[src/rtl/lt_pkg.sv]
package lt_pkg;
  localparam int ADDR_W = 2;

  typedef enum logic [ADDR_W-1:0] {
    SEL_ENTRY = 2'd0,
    SEL_DIV   = 2'd1,
    SEL_INIT  = 2'd2,
    SEL_COUNT = 2'd3
  } reg_sel_e;
endpackage

[src/rtl/lt_regs.sv]
module lt_regs
  import lt_pkg::*;
#(
  parameter int CNT_W  = 32,
  parameter int VEC_W  = 8,
  parameter int CODE_W = 3
) (
  input  logic              clk,
  input  logic              rst_n,
  input  logic              wr_en,
  input  logic [ADDR_W-1:0] addr,
  input  logic [CNT_W-1:0]  wdata,
  input  logic [CNT_W-1:0]  count,
  output logic [VEC_W-1:0]  vec,
  output logic              mask,
  output logic              periodic,
  output logic [CODE_W-1:0] code,
  output logic [CNT_W-1:0]  init,
  output logic              load,
  output logic              div_wr,
  output logic [CNT_W-1:0]  rdata
);
  reg_sel_e          sel;
  logic              entry_wr;
  logic              init_wr;
  logic [VEC_W-1:0]  vec_d;
  logic              mask_d;
  logic              per_d;
  logic [CODE_W-1:0] code_d;
  logic [CNT_W-1:0]  init_d;

  assign sel      = reg_sel_e'(addr);
  assign entry_wr = wr_en && (sel == SEL_ENTRY);
  assign div_wr   = wr_en && (sel == SEL_DIV);
  assign init_wr  = wr_en && (sel == SEL_INIT);
  assign load     = init_wr;

  always_comb begin
    vec_d  = vec;
    mask_d = mask;
    per_d  = periodic;
    code_d = code;
    init_d = init;
    if (entry_wr) begin
      vec_d  = wdata[VEC_W-1:0];
      mask_d = wdata[VEC_W];
      per_d  = wdata[VEC_W+1];
    end
    if (div_wr) code_d = wdata[CODE_W-1:0];
    if (init_wr) init_d = wdata;
  end

  always_ff @(posedge clk or negedge rst_n) begin
    if (!rst_n) begin
      vec      <= '0;
      mask     <= 1'b1;
      periodic <= 1'b0;
      code     <= '0;
      init     <= '0;
    end else begin
      vec      <= vec_d;
      mask     <= mask_d;
      periodic <= per_d;
      code     <= code_d;
      init     <= init_d;
    end
  end

  always_comb begin
    rdata = '0;
    unique case (sel)
      SEL_ENTRY: begin
        rdata[VEC_W-1:0] = vec;
        rdata[VEC_W]     = mask;
        rdata[VEC_W+1]   = periodic;
      end
      SEL_DIV:   rdata[CODE_W-1:0] = code;
      SEL_INIT:  rdata = init;
      SEL_COUNT: rdata = count;
      default:   rdata = '0;
    endcase
  end

  AST_COUNT_RO: assert property (@(posedge clk) disable iff (!rst_n)
    (wr_en && sel == SEL_COUNT) |=> $stable(init) && $stable(vec) && $stable(code))
    else $error("count write touched a register");
endmodule

[src/rtl/lt_prescale.sv]
module lt_prescale #(
  parameter int CODE_W = 3
) (
  input  logic              clk,
  input  logic              rst_n,
  input  logic              run,
  input  logic              clr,
  input  logic [CODE_W-1:0] code,
  output logic              tick
);
  localparam int PRE_W = (1 << CODE_W) - 1;

  logic [PRE_W-1:0] pre_q;
  logic [PRE_W-1:0] pre_d;
  logic [PRE_W-1:0] lim;

  assign lim  = ~({PRE_W{1'b1}} << code);
  assign tick = run && !clr && (pre_q == lim);

  always_comb begin
    if (clr || !run || tick) pre_d = '0;
    else                     pre_d = pre_q + 1'b1;
  end

  always_ff @(posedge clk or negedge rst_n) begin
    if (!rst_n) pre_q <= '0;
    else        pre_q <= pre_d;
  end

  AST_PRE_BOUND: assert property (@(posedge clk) disable iff (!rst_n)
    pre_q <= lim)
    else $error("prescaler past its limit");
endmodule

[src/rtl/lt_count.sv]
module lt_count #(
  parameter int CNT_W = 32
) (
  input  logic             clk,
  input  logic             rst_n,
  input  logic             load,
  input  logic [CNT_W-1:0] load_val,
  input  logic [CNT_W-1:0] reload,
  input  logic             periodic,
  input  logic             tick,
  output logic [CNT_W-1:0] cnt,
  output logic             run,
  output logic             fire
);
  localparam logic [CNT_W-1:0] ONE = CNT_W'(1);

  logic [CNT_W-1:0] cnt_d;
  logic             last;

  assign run  = (cnt != '0);
  assign last = (cnt == ONE);
  assign fire = tick && last && !load;

  always_comb begin
    cnt_d = cnt;
    if (load)           cnt_d = load_val;
    else if (fire)      cnt_d = periodic ? reload : '0;
    else if (tick)      cnt_d = cnt - ONE;
  end

  always_ff @(posedge clk or negedge rst_n) begin
    if (!rst_n) cnt <= '0;
    else        cnt <= cnt_d;
  end

  AST_ONESHOT_HOLD: assert property (@(posedge clk) disable iff (!rst_n)
    (cnt == '0 && !load) |=> cnt == '0)
    else $error("stopped counter moved");
  AST_STEP: assert property (@(posedge clk) disable iff (!rst_n)
    (tick && cnt > ONE && !load) |=> cnt == $past(cnt) - ONE)
    else $error("bad decrement");
  AST_RELOAD: assert property (@(posedge clk) disable iff (!rst_n)
    (fire && periodic) |=> cnt == $past(reload))
    else $error("bad periodic reload");
endmodule

[src/rtl/lt_timer.sv]
module lt_timer
  import lt_pkg::*;
#(
  parameter int CNT_W  = 32,
  parameter int VEC_W  = 8,
  parameter int CODE_W = 3
) (
  input  logic              clk,
  input  logic              rst_n,
  input  logic              reg_wr,
  input  logic [ADDR_W-1:0] reg_addr,
  input  logic [CNT_W-1:0]  reg_wdata,
  output logic [CNT_W-1:0]  reg_rdata,
  output logic              irq_valid,
  output logic [VEC_W-1:0]  irq_vector
);
  logic [VEC_W-1:0]  vec;
  logic              mask;
  logic              periodic;
  logic [CODE_W-1:0] code;
  logic [CNT_W-1:0]  init;
  logic              load;
  logic              div_wr;
  logic [CNT_W-1:0]  cnt;
  logic              run;
  logic              tick;
  logic              fire;
  logic              irq_d;
  logic [VEC_W-1:0]  ivec_d;

  lt_regs #(.CNT_W(CNT_W), .VEC_W(VEC_W), .CODE_W(CODE_W)) u_regs (
    .clk(clk), .rst_n(rst_n), .wr_en(reg_wr), .addr(reg_addr),
    .wdata(reg_wdata), .count(cnt), .vec(vec), .mask(mask),
    .periodic(periodic), .code(code), .init(init), .load(load),
    .div_wr(div_wr), .rdata(reg_rdata)
  );

  lt_prescale #(.CODE_W(CODE_W)) u_pre (
    .clk(clk), .rst_n(rst_n), .run(run), .clr(load || div_wr),
    .code(code), .tick(tick)
  );

  lt_count #(.CNT_W(CNT_W)) u_cnt (
    .clk(clk), .rst_n(rst_n), .load(load), .load_val(reg_wdata),
    .reload(init), .periodic(periodic), .tick(tick), .cnt(cnt),
    .run(run), .fire(fire)
  );

  always_comb begin
    irq_d  = fire && !mask;
    ivec_d = fire ? vec : irq_vector;
  end

  always_ff @(posedge clk or negedge rst_n) begin
    if (!rst_n) begin
      irq_valid  <= 1'b0;
      irq_vector <= '0;
    end else begin
      irq_valid  <= irq_d;
      irq_vector <= ivec_d;
    end
  end

  AST_MASK_GATES: assert property (@(posedge clk) disable iff (!rst_n)
    irq_valid |-> !$past(mask))
    else $error("pulse while masked");
  AST_ZERO_STOP: assert property (@(posedge clk) disable iff (!rst_n)
    (reg_wr && reg_addr == SEL_INIT && reg_wdata == '0) |=> (!irq_valid && cnt == '0))
    else $error("zero write did not stop");
  AST_WRITE_WINS: assert property (@(posedge clk) disable iff (!rst_n)
    load |=> (!irq_valid && cnt == $past(reg_wdata)))
    else $error("load lost to terminal tick");
  AST_VEC_MATCH: assert property (@(posedge clk) disable iff (!rst_n)
    irq_valid |-> irq_vector == $past(vec))
    else $error("vector mismatch");
endmodule

[config.mk]
export PLATFORM = sky130hd
export DESIGN_NAME = lt_timer
export DESIGN_NICKNAME = d
export VERILOG_FILES = /design/src/rtl/lt_pkg.sv /design/src/rtl/lt_regs.sv /design/src/rtl/lt_prescale.sv /design/src/rtl/lt_count.sv /design/src/rtl/lt_timer.sv
export SDC_FILE = /design/constraint.sdc
export NUM_CORES = 1
export LEC_CHECK = 0
export BUFFER_PORTS_ARGS = -buffer_cell sky130_fd_sc_hd__buf_2
export CORE_MARGIN = 2
export CORE_UTILIZATION = 40
export DETAILED_ROUTE_END_ITERATION = 10
export PLACE_DENSITY = 0.68
export SETUP_SLACK_MARGIN = 0.05
export SYNTH_ARGS = -nofsm -noshare
export SYNTH_HDL_FRONTEND = slang
export SYNTH_SLANG_ARGS = --single-unit
[constraint.sdc]
create_clock -name clk -period 3.2 [get_ports clk]
set_input_delay 0.64 -clock clk [delete_from_list [all_inputs] [get_ports clk]]
set_output_delay 0.64 -clock clk [all_outputs]
set_load 0.01 [all_outputs]
Yosys cells after proc, flatten, opt, wreduce, memory -nomap -nowiden
Cells that the tools add are included.
W data, S select, Z words.

cells by class
  bitwise logic cells = 1
  muxes and demuxes = 8
  shift operators = 1
  equal/unequal tests = 5
  reduce and logical (&&, ||, !) cells = 18
  add/subtract/negate cells = 2

operators by type and width
  operator                 number
  $mux W32                 4
  $pmux W22 S2             1
  $eq A32 B1 Y1 const B    1
  $reduce_bool A32 Y1      1
  $sub A32 B1 Y32 const B  1
  $pmux W7 S3              1
  $pmux W3 S4              1
  $logic_and A1 B1 Y1      8
  $add A7 B1 Y7 const B    1
  $eq A7 B7 Y1             1
  $mux W7                  1
  $not A7 Y7               1
  $shl A7 B3 Y7 const A    1
  $eq A2 B2 Y1 const B     2
  $logic_not A1 Y1         4
  $logic_or A1 B1 Y1       3
  $reduce_bool A3 Y1       1
  $eq A2 B1 Y1 const B     1
  $logic_not A2 Y1         1

storage, ports and cells
  bits of input ports = 37
  logic and storage cells = 44
  register bits after elaboration = 93

Depth between registers and ports, before layout
  depth after elaboration = 10
  depth in mapped cells = 9
  gate-level depth less buffers = 8

Cells and area by module
Synthesis repeated with hierarchy kept, for this count alone.

second synthesis, totals
  cell total of the unflattened synthesis = 525
  area total of the unflattened synthesis = 5760.5 um^2

by module, submodules not included
  module       sequential area each (um^2)  cells an instance  area an instance (um^2)  times used
  lt_regs      1127.3                       169                2451.1                   1
  lt_count     800.8                        289                2431.1                   1
  lt_prescale  175.2                        47                 509.2                    1
  lt_timer     225.2                        20                 369.1                    1

Worst setup path after synthesis
No wires, ideal clock.

  kind = input to output
  start point = input port reg_addr[1]
  end point = output port reg_rdata[10]
  stages = 4
  arrival time = 1840 ps
  slack = 720 ps
  buffers on the path = 3
  data required time = 2560 ps
  cell sequence = clkbuf_1 buf_1 clkbuf_1 nor2b_1

between the ends
  cells in the longest elaborated chain, start to end = 2
  elaborated cells on any way between the ends = 3

ends and longest elaborated chain
  what                line            RTL
  start: declaration  lt_timer.sv:11  input logic [ADDR_W-1:0] reg_addr,
  $eq A2 B2 Y1        lt_regs.sv:71   unique case (sel)
  $pmux W22 S2 *      lt_regs.sv:71
  end: declaration    lt_timer.sv:13  output logic [CNT_W-1:0] reg_rdata,

Mark *: on every way between the ends. The rest lies on a longest branch, timed or not.

Worst setup path in the final report
  start point = register u_cnt.cnt[15]
  end point = register u_cnt.cnt[6]

between the ends
  cells in the longest elaborated chain, start to end = 7
  elaborated cells on any way between the ends = 9

ends and longest elaborated chain
  what                              line               RTL
  start: declaration                lt_count.sv:11     output logic [CNT_W-1:0] cnt,
  start signal: assignment          lt_count.sv:33     else cnt <= cnt_d;
  $reduce_bool A32 Y1               lt_count.sv:20     assign run = (cnt != '0);
  $logic_and A1 B1 Y1 (2 in a row)  lt_prescale.sv:18  assign tick = run && !clr && (pre_q == lim);
  $logic_and A1 B1 Y1 (2 in a row)  lt_count.sv:22     assign fire = tick && last && !load;
  $mux W32                          lt_count.sv:27     else if (fire) cnt_d = periodic ? reload : '0;
  $mux W32                          lt_count.sv:26     if (load) cnt_d = load_val;

Several ways; a longest one is shown, not always the timed one.
A chain may end at the register's enable or synchronous reset.

==> out/qor.csv <==
metric,value,unit
pin count of the biggest net entering global routing,50,
element type at the critical path end,register,
Die Wd,123,um
Synth Flop Type,dfrtp_1,
dominant cell type by area after synthesis,dfrtp_1,
Synth warnings,0,
Top delay family on crit path,simple AND/OR/NAND/NOR gates,
fmax,349,MHz
GRT Total Usage,21.8,%
vias in the first global route,5128,
final-report max-slew violation count,0,
postcts setup bufs,0,
via count,5154,
root buffer cell,clkbuf_16,
core area,0.0139,mm2
Routed WL,16100,um
number of distinct library cells after synthesis,63,
TritonCTS buffer count,9,
top cell type's share of synthesized area,40.3,%
Hold WC Path Type,primary input to async pin,
first-pass GRT wire length,25900,um
CP max-delay cell,or4_1,
GRT overflow,0,
fraction of registers with async set/reset,100,%
row cnt,43,
1st-iter DRT viols,506,
Slew @ Worst Pin,657,ps
Final Non-Filler Cells,871,
crit path DAT,3110,ps
initial core utilization,41.0,%
Worst EP required,3440,ps
Peak VDD IR,328,uV
Final setup viols,0,
post-synthesis sequential area ratio,40.8,%
Syn Area/Cell,9.29,um2
minimum clock period,2870,ps
Cells after DPL,855,
Post-DRT Antenna Nets,0,
net count after synthesis,656,
gpl congestion,0.943,
initial antenna violation count,0,
Final Total Pwr,4.31,mW
Critical Path Start Type,register,
maxcap violations,0,
#FFs+latches synth,93,
DP Wirelength,11500,um
final worst-path cycle share,89.6,%
critical path class,register to register,
unrepaired setup endpoints after global routing,no,
slew margin rel.,56.2,%
Final WS setup,332,ps
Worst-path clk slew,70,ps
total negative slack,0,ps
Critical Path Fanout Max,18,
synth top area cells,"dfrtp_1 40%, nand2_1 6.8%, mux2i_1 5.6%",
Via density,5.92,
sequence of cells on the critical path,or4_4 -> or2_0 -> or4_1 -> a21oi_1 -> a21oi_1 -> a221o_1,
proportion of layout cells with a drive suffix above 1,22.4,%
# IOs,78,
clock tree from TritonCTS,done,
Post-synth EDFFs,0,
final net count,727,
Slowest Stage Delay on Critical Path,860,ps
Die Span Y,123,um
synth cell count leaders,"103 x nand2_1, 92 x dfrtp_1, 36 x a21oi_1",
post-synthesis cell count,615,
Worst Clk Skew,4.79,ps
"most used cell, CP",a21oi_1,
full die area,0.0152,mm2
pre-CTS setup slack,381,ps
"Clk Latency, worst-skew pair",350,ps
Mapped Area,0.00571,mm2
clock sinks,93,
diode count,0,
Buf/Inv on CP,0,
leakage,3.06,nW
DRC,0,
Max Buffers Root-to-Sink,2,
DR WL/cell,18.4,um
top-count cell post-synth,nand2_1,
Pre-antenna DRT Iters,5,
post-cts gate resize count,0,
IO Port Bufs,77,
Clock H-tree levels,3,
Final Hold Fails,0,
Worst R2R Setup Slack,330,ps
post-cts hold buffer count,0,
status,completed,
Power Density,649,mW/mm2
Area growth syn-to-layout,16.3,%
layout by cell type (no fill, tap or decap), types with 13 or more instances in the layout:
cell type and n:
nor2_1 23, a21oi_1 36, nor3_1 18, mux2i_1 32
and2_1 15, dfrtp_1 92, a21o_1 13, o21ai_0 24
a221o_1 13, nand2_1 103, buf_2 76, nor2b_1 23
buf_4 24, mux2_2 21
per-layer routing:
metal	vias to the layer above	share of wire, %	track usage (%)
li1	2392	-	-
met1	2520	44	28.5
met2	218	48	35.9
met3	24	7.0	5.49
met4	0	1.7	6.18
met5	-	0	0
through the flow:
stage	hold slack (ps)	utilization, %	instance area (um2)
after floorplan	344	-	5710
after global placement	484	45.6	6350
after detailed placement	493	45.6	6350
after CTS	318	47.7	6640
after global routing	341	47.7	6640
final	304	47.7	6640
report_power, final:
part           leakage (nW)  internal, mW  switching (mW)
Combinational          1.75         0.666           0.773
Clock                 0.138         0.589           0.448
Sequential             1.17          1.44           0.392
logic make-up (layout without fill, tap and decap cells):
group,after synthesis,in the layout,share of synthesized area (%)
and+or+nand+nor,256,256,23.6
xor gates and xnor gates,19,19,2.91
buffers and inverters,49,125,3.79
DFF,93,93,40.8
adders and majority gates,4,4,0.876
muxes,56,56,10.9
AOI/OAI and AO/OA,138,138,17.1
worst reg2reg max path, cell delays in order, from the launching register on:
cell,delay [ps]
dfrtp_1,430
or4_4,580
or2_0,220
or4_1,860
a21oi_1,250
a21oi_1,60
a221o_1,370
cell type report:
type | instances | area (um2)
clock inverter | 3 | 20.0
clock buffer | 13 | 270
timing repair buffer | 102 | 601
sequential | 93 | 2330
fill | 1298 | 7290
multi-input combinational | 473 | 3170
tap | 180 | 225
inverter | 7 | 26.3
flip-flops by register name (all words and copies together) (netlist names):
register	count
u_regs.mask	1
u_cnt.cnt	32
irq_valid	1
u_pre.pre_q	7
u_regs.code	3
u_regs.init	32
u_regs.periodic	1
u_regs.vec	8
irq_vector	8
path summary, 6_finish.rpt:
| kind | start | endpoint | depth (start not counted) |
|---|---|---|---|
| setup / recovery | u_cnt.cnt[15]$_DFFE_PN0P_ | u_cnt.cnt[6]$_DFFE_PN0P_ | 6 |
| hold / removal | rst_n | u_regs.init[10]$_DFFE_PN0P_ | 1 |
| setup reg to reg | u_cnt.cnt[15]$_DFFE_PN0P_ | u_cnt.cnt[6]$_DFFE_PN0P_ | 6 |
| hold reg to reg | irq_vector[2]$_DFFE_PN0N_ | irq_vector[2]$_DFFE_PN0N_ | 1 |
| max in group asynchronous | rst_n | u_cnt.cnt[4]$_DFFE_PN0P_ | 2 |
| min in group clk | reg_wdata[28] | u_regs.init[28]$_DFFE_PN0P_ | 3 |
Note: power is estimated with default switching activity, not from simulation.
